### config.mk
export PLATFORM = sky130hd
export DESIGN_NAME = robust_i2c_target
export DESIGN_NICKNAME = d
export VERILOG_FILES = /design/src/rtl/rit_pkg.sv /design/src/rtl/rit_line_filter.sv /design/src/rtl/rit_bus_events.sv /design/src/rtl/rit_watchdog.sv /design/src/rtl/rit_ctrl.sv /design/src/rtl/robust_i2c_target.sv
export SDC_FILE = /design/constraint.sdc
export NUM_CORES = 1
export LEC_CHECK = 0
export BUFFER_PORTS_ARGS = -buffer_cell sky130_fd_sc_hd__buf_4
export CORE_ASPECT_RATIO = 0.75
export CORE_MARGIN = 3
export CORE_UTILIZATION = 55
export CTS_BUF_LIST = sky130_fd_sc_hd__clkbuf_16
export DETAILED_ROUTE_END_ITERATION = 10
export PLACE_DENSITY = 0.84
export SLEW_MARGIN = 20
export SYNTH_ARGS = -nofsm -noshare
export SYNTH_HDL_FRONTEND = slang
export SYNTH_SLANG_ARGS = --single-unit
### constraint.sdc
create_clock -name clk -period 4.4 [get_ports clk]
set_clock_uncertainty 0.1 [all_clocks]
set_input_delay 0.88 -clock clk [delete_from_list [all_inputs] [get_ports clk]]
set_output_delay 0.88 -clock clk [all_outputs]
set_load 0.1 [all_outputs]
### src/rtl/rit_pkg.sv
package rit_pkg;

    typedef enum logic [2:0] {
        ST_IDLE = 3'd0,
        ST_ADDR = 3'd1,
        ST_AACK = 3'd2,
        ST_WDAT = 3'd3,
        ST_WACK = 3'd4,
        ST_RDAT = 3'd5,
        ST_RACK = 3'd6,
        ST_SKIP = 3'd7
    } ctl_state_e;

    typedef struct packed {
        ctl_state_e  state;
        logic [3:0]  bitcnt;
        logic [7:0]  shreg;
        logic        rw;
        logic        mack;
        logic        sda_oe;
        logic        wr_valid;
        logic [7:0]  wr_data;
        logic        rd_req;
    } ctl_regs_t;

    localparam int unsigned NUM_LINES = 2;
    localparam int unsigned LINE_SCL  = 0;
    localparam int unsigned LINE_SDA  = 1;

endpackage

### src/rtl/rit_line_filter.sv
module rit_line_filter #(
    parameter int unsigned FILT_LEN = 3
) (
    input  logic clk,
    input  logic rst_n,
    input  logic raw_i,
    output logic clean_o
);
    localparam int unsigned CW = $clog2(FILT_LEN + 1);

    typedef struct packed {
        logic [1:0]    sync;
        logic [CW-1:0] cnt;
        logic          level;
    } flt_regs_t;

    flt_regs_t q, d;

    always_comb begin
        d      = q;
        d.sync = {q.sync[0], raw_i};
        if (q.sync[1] != q.level) begin
            if (q.cnt == CW'(FILT_LEN - 1)) begin
                d.level = q.sync[1];
                d.cnt   = '0;
            end else begin
                d.cnt = q.cnt + 1'b1;
            end
        end else begin
            d.cnt = '0;
        end
    end

    always_ff @(posedge clk or negedge rst_n) begin
        if (!rst_n) begin
            q.sync  <= 2'b11;
            q.cnt   <= '0;
            q.level <= 1'b1;
        end else begin
            q <= d;
        end
    end

    assign clean_o = q.level;
endmodule

### src/rtl/rit_bus_events.sv
module rit_bus_events (
    input  logic clk,
    input  logic rst_n,
    input  logic scl,
    input  logic sda,
    output logic ev_start,
    output logic ev_stop,
    output logic scl_rise,
    output logic scl_fall
);
    logic scl_d, scl_q;
    logic sda_d, sda_q;

    always_comb begin
        scl_d = scl;
        sda_d = sda;
    end

    always_ff @(posedge clk or negedge rst_n) begin
        if (!rst_n) begin
            scl_q <= 1'b1;
            sda_q <= 1'b1;
        end else begin
            scl_q <= scl_d;
            sda_q <= sda_d;
        end
    end

    assign ev_start = scl & scl_q & sda_q & ~sda;
    assign ev_stop  = scl & scl_q & ~sda_q & sda;
    assign scl_rise = scl & ~scl_q;
    assign scl_fall = ~scl & scl_q;
endmodule

### src/rtl/rit_watchdog.sv
module rit_watchdog #(
    parameter int unsigned TIMEOUT_CYC = 4096
) (
    input  logic clk,
    input  logic rst_n,
    input  logic active,
    input  logic scl_edge,
    output logic expired
);
    localparam int unsigned TW = $clog2(TIMEOUT_CYC + 1);
    localparam logic [TW-1:0] LAST = TW'(TIMEOUT_CYC - 1);

    logic [TW-1:0] cnt_d, cnt_q;

    assign expired = active && !scl_edge && (cnt_q == LAST);

    always_comb begin
        if (!active || scl_edge || expired) begin
            cnt_d = '0;
        end else begin
            cnt_d = cnt_q + 1'b1;
        end
    end

    always_ff @(posedge clk or negedge rst_n) begin
        if (!rst_n) cnt_q <= '0;
        else        cnt_q <= cnt_d;
    end
endmodule

### src/rtl/rit_ctrl.sv
module rit_ctrl
    import rit_pkg::*;
#(
    parameter logic [6:0] OWN_ADDR = 7'h42
) (
    input  logic       clk,
    input  logic       rst_n,
    input  logic       sda,
    input  logic       ev_start,
    input  logic       ev_stop,
    input  logic       scl_rise,
    input  logic       scl_fall,
    input  logic       expired,
    input  logic [7:0] rd_data_i,
    output logic       sda_oe_o,
    output logic       wr_valid_o,
    output logic [7:0] wr_data_o,
    output logic       rd_req_o,
    output logic       busy_o
);
    localparam logic [3:0] LAST_BIT = 4'd8;

    ctl_regs_t q, d;

    always_comb begin
        d          = q;
        d.wr_valid = 1'b0;
        d.rd_req   = 1'b0;
        if (q.rd_req) d.shreg = rd_data_i;

        case (q.state)
            ST_IDLE: ;
            ST_ADDR: begin
                if (scl_rise) begin
                    d.shreg  = {q.shreg[6:0], sda};
                    d.bitcnt = q.bitcnt + 1'b1;
                end else if (scl_fall && q.bitcnt == LAST_BIT) begin
                    if (q.shreg[7:1] == OWN_ADDR) begin
                        d.state  = ST_AACK;
                        d.sda_oe = 1'b1;
                        d.rw     = q.shreg[0];
                        d.rd_req = q.shreg[0];
                    end else begin
                        d.state = ST_SKIP;
                    end
                end
            end
            ST_AACK: begin
                if (scl_fall) begin
                    d.bitcnt = '0;
                    if (q.rw) begin
                        d.state  = ST_RDAT;
                        d.sda_oe = ~q.shreg[7];
                    end else begin
                        d.state  = ST_WDAT;
                        d.sda_oe = 1'b0;
                    end
                end
            end
            ST_WDAT: begin
                if (scl_rise) begin
                    d.shreg  = {q.shreg[6:0], sda};
                    d.bitcnt = q.bitcnt + 1'b1;
                end else if (scl_fall && q.bitcnt == LAST_BIT) begin
                    d.wr_valid = 1'b1;
                    d.wr_data  = q.shreg;
                    d.sda_oe   = 1'b1;
                    d.state    = ST_WACK;
                end
            end
            ST_WACK: begin
                if (scl_fall) begin
                    d.sda_oe = 1'b0;
                    d.bitcnt = '0;
                    d.state  = ST_WDAT;
                end
            end
            ST_RDAT: begin
                if (scl_rise) begin
                    d.bitcnt = q.bitcnt + 1'b1;
                end else if (scl_fall) begin
                    if (q.bitcnt == LAST_BIT) begin
                        d.sda_oe = 1'b0;
                        d.state  = ST_RACK;
                    end else begin
                        d.shreg  = {q.shreg[6:0], 1'b0};
                        d.sda_oe = ~q.shreg[6];
                    end
                end
            end
            ST_RACK: begin
                if (scl_rise) begin
                    d.mack   = ~sda;
                    d.rd_req = ~sda;
                end else if (scl_fall) begin
                    if (q.mack) begin
                        d.state  = ST_RDAT;
                        d.bitcnt = '0;
                        d.sda_oe = ~q.shreg[7];
                    end else begin
                        d.state = ST_SKIP;
                    end
                end
            end
            ST_SKIP: ;
            default: d.state = ST_IDLE;
        endcase

        if (expired || ev_stop) begin
            d.state  = ST_IDLE;
            d.sda_oe = 1'b0;
            d.rd_req = 1'b0;
        end
        if (ev_start) begin
            d.state  = ST_ADDR;
            d.bitcnt = '0;
            d.sda_oe = 1'b0;
            d.rd_req = 1'b0;
        end
    end

    always_ff @(posedge clk or negedge rst_n) begin
        if (!rst_n) begin
            q.state    <= ST_IDLE;
            q.bitcnt   <= '0;
            q.shreg    <= '0;
            q.rw       <= 1'b0;
            q.mack     <= 1'b0;
            q.sda_oe   <= 1'b0;
            q.wr_valid <= 1'b0;
            q.wr_data  <= '0;
            q.rd_req   <= 1'b0;
        end else begin
            q <= d;
        end
    end

    assign sda_oe_o   = q.sda_oe;
    assign wr_valid_o = q.wr_valid;
    assign wr_data_o  = q.wr_data;
    assign rd_req_o   = q.rd_req;
    assign busy_o     = (q.state != ST_IDLE);
endmodule

### src/rtl/robust_i2c_target.sv
module robust_i2c_target
    import rit_pkg::*;
#(
    parameter logic [6:0]  OWN_ADDR    = 7'h42,
    parameter int unsigned FILT_LEN    = 3,
    parameter int unsigned TIMEOUT_CYC = 4096
) (
    input  logic       clk,
    input  logic       rst_n,
    input  logic       scl_i,
    input  logic       sda_i,
    output logic       sda_oe_o,
    output logic       wr_valid_o,
    output logic [7:0] wr_data_o,
    output logic       rd_req_o,
    input  logic [7:0] rd_data_i,
    output logic       busy_o
);
    logic [NUM_LINES-1:0] raw_lines;
    logic [NUM_LINES-1:0] clean_lines;
    logic scl_f, sda_f;
    logic ev_start, ev_stop, scl_rise, scl_fall;
    logic expired;

    assign raw_lines[LINE_SCL] = scl_i;
    assign raw_lines[LINE_SDA] = sda_i;

    for (genvar i = 0; i < NUM_LINES; i++) begin : g_line
        rit_line_filter #(.FILT_LEN(FILT_LEN)) u_flt (
            .clk    (clk),
            .rst_n  (rst_n),
            .raw_i  (raw_lines[i]),
            .clean_o(clean_lines[i])
        );
    end

    assign scl_f = clean_lines[LINE_SCL];
    assign sda_f = clean_lines[LINE_SDA];

    rit_bus_events u_ev (
        .clk     (clk),
        .rst_n   (rst_n),
        .scl     (scl_f),
        .sda     (sda_f),
        .ev_start(ev_start),
        .ev_stop (ev_stop),
        .scl_rise(scl_rise),
        .scl_fall(scl_fall)
    );

    rit_watchdog #(.TIMEOUT_CYC(TIMEOUT_CYC)) u_wd (
        .clk     (clk),
        .rst_n   (rst_n),
        .active  (busy_o),
        .scl_edge(scl_rise | scl_fall),
        .expired (expired)
    );

    rit_ctrl #(.OWN_ADDR(OWN_ADDR)) u_ctl (
        .clk       (clk),
        .rst_n     (rst_n),
        .sda       (sda_f),
        .ev_start  (ev_start),
        .ev_stop   (ev_stop),
        .scl_rise  (scl_rise),
        .scl_fall  (scl_fall),
        .expired   (expired),
        .rd_data_i (rd_data_i),
        .sda_oe_o  (sda_oe_o),
        .wr_valid_o(wr_valid_o),
        .wr_data_o (wr_data_o),
        .rd_req_o  (rd_req_o),
        .busy_o    (busy_o)
    );
endmodule

==> reports/metrics.yaml <==
status: "finished clean"
avgViaCountPerCell: 5.70
tritoncts.num_buffers: 5
hold_viol_final: 0
cellLeakagePower_nw: 1.30
synth_ff_type: "dfrtp_1"
synth_top_area_frac: 0.419
holdWs_ns: 0.258
post-cts-setup-buffers: 0
power.total_mw: 1.80
chipHeight_um: 66.6
grt_pass1_wl_um: 8710
period_minus_slack_ns: 2.68
initial_core_util: 0.585
finalWorstSetupSlack_ns: 1.72
dp.final_hpwl_um: 3490
yosys-top-cells-area: "dfrtp_1, dfstp_2, mux2_2"
count_of_max_cap_constraint_violations: 0
post_route_cell_area_um2: 2940
grt_setup_unrepaired: "false"
hold_buffers: 0
post_synthesis_instance_total: 262
routed-via-count: 1882
slowest_delay_ns: 0.57
worstSetupPathType: "reg2out"
clock_path_buffers: 2
critPathTopFamily: "flip-flops"
synth_seq_cells: 53
synth-edff-count: 0
crit_path_start_kind: "register"
worst_hold_path_type: "reg2reg"
final_clock_period_utilization_by_the_worst_path: 0.610
fin_tns_setup_ns: 0
detail-route-antenna-nets: 0
final_layout_size_suffix_gt1_frac: 0.205
yosysMostFrequentCell: "dfrtp_1"
finish.net_count: 290
clock_root_cell: "clkbuf_16"
numPlacedInstances: 322
path_buf_inv: 1
synthDominantAreaCellType: "dfrtp_1"
gp_congestion: 0.880
synthesis.area_per_instance_um2: 10.3
crit_fanout: 19
track_usage: 0.192
fin_util: 0.638
clk-insertion-delay-late_ns: 0.29
pre_repair_dr_iteration_count: 4
timing.critical_path.to_type: "primary output"
io_buffer_count: 23
detail_route.drc_violations: 0
slew_viol_final: 0
floorplan.die_area_um2: 5770
postCtsResizedCells: 0
netlist-cell-type-count: 52
crit_slowest_cell: "dfrtp_1"
synthToLayoutAreaGrowth_pct: 9.12
netlist_top_cells_count: "dfrtp_1, nor2_1, a21oi_1, nand2_1, inv_1"
cts_tree: "yes"
antenna_found_initial: 0
gr_ovfl_total: 0
grt_start_max_net_pins: 54
power_density_nw_per_um2: 614
fmaxAchievable_ghz: 0.373
detail_route.iter0.violations: 152
syn_area_um2: 2690
htree_num_levels: 2
n_fill_cell: 369
number_of_diodes_added_for_antenna_fixing: 0
synth.yosys.warnings: 0
core_area_um2: 4600
avgRoutedWirePerCell_um: 15.1
max-slew-margin-rel: 0.576
tightest_slew_ns: 0.636
crit_arrival_ns: 1.70
chipWidth_um: 86.8
synthesis.nets: 280
via_count_of_the_first_global_routing_pass: 1824
route.final.wire_length_um: 4980
clkTransAtPathRegs_ns: 0.06
clock_sinks: 53
std_cell_rows: 21
setup_viol: 0
worst_path_cell_trace: "or3_1 -> buf_4"
dpl_worst_slack_ns: 2.04
dpl_cell_area_um2: 2800
power.ir.vdd_worst_mv: 0.427
layout.cells.non_filler: 330
seq_area_frac_synth: 0.497
async_reset_ff_frac: 1.00
critPathRequiredTime_ns: 3.42
ioPinCount: 24
[worst paths after layout]
check / from / endpoint / slack, ns / cells after the start
hold / removal: g_line[0].u_flt.d[4] / g_line[0].u_flt.q[4] / 0.26 / 0
setup reg to reg: u_ev.scl_q / u_ctl.wr_data_o[5] / 2.10 / 7
min in group asynchronous: rst_n / u_wd.cnt_q[3] / 0.52 / 1
max in group asynchronous: rst_n / u_ctl.wr_data_o[2] / 3.26 / 1
hold reg to reg: g_line[0].u_flt.d[4] / g_line[0].u_flt.q[4] / 0.26 / 0
setup / recovery: u_ctl.q[25] / busy_o / 1.72 / 2
[cell families (layout without fill, tap and decap cells)]
family	count (synthesis)	in the layout	share of synthesized area
buffers and inverters	35	46	0.0726
muxes	19	19	0.0754
and+or+nand+nor	80	80	0.145
AOI/OAI and AO/OA	55	55	0.137
DFF	53	53	0.497
xor gates and xnor gates	14	14	0.0456
adders and majority gates	6	6	0.0279
[power breakdown]
group	internal (mW)	total, mW	switching [mW]
combinational	0.253	0.652	0.399
sequential	0.620	0.788	0.168
clock	0.205	0.363	0.158
[layout by cell type (no fill, tap or decap), types with 2 or more instances in the layout]
master and count:
mux2i_1 9, o311ai_0 2, mux2_2 10, or3_1 2, buf_4 24, nor3_1 4, ha_1 6, nand3_1 7
inv_1 16, a31oi_1 3, or2_2 4, xor2_1 5, clkbuf_16 5, nand4_1 4, xnor2_1 9, a211oi_1 2
nor2b_1 2, o21ai_0 6, nand2b_1 3, a21o_1 3, nor3b_1 3, dfstp_2 8, nand2_1 17, nor2_1 27
dfrtp_1 45, a21oi_2 2, a21oi_1 22
[sequential cells by signal (all words and copies together), names as in the netlist]
name,cells
g_line.u_flt.clean_o,2
g_line.u_flt.d,2
g_line.u_flt.q,6
u_ctl.q,17
u_ctl.rd_req_o,1
u_ctl.sda_oe_o,1
u_ctl.wr_data_o,8
u_ctl.wr_valid_o,1
u_ev.scl_q,1
u_ev.sda_q,1
u_wd.cnt_q,13
[final cells by class]
type / count / area (µm²) / share of cell area
Sequential cell: 53 / 1340 / 0.455
Tap cell: 57 / 71.3 / 0.0243
Multi-Input combinational cell: 174 / 1160 / 0.395
Inverter: 14 / 52.6 / 0.0179
Clock buffer: 5 / 125 / 0.0426
Timing Repair Buffer: 24 / 180 / 0.0614
Clock inverter: 3 / 11.3 / 0.00384
[per-layer routing]
metal	vias up	global-route usage	wire (µm)
li1	925	-	-
met1	907	0.288	2590
met2	44	0.277	2100
met3	6	0.0420	242
met4	0	0.0564	53
met5	-	0	0
(Power assumes the default switching activity.)
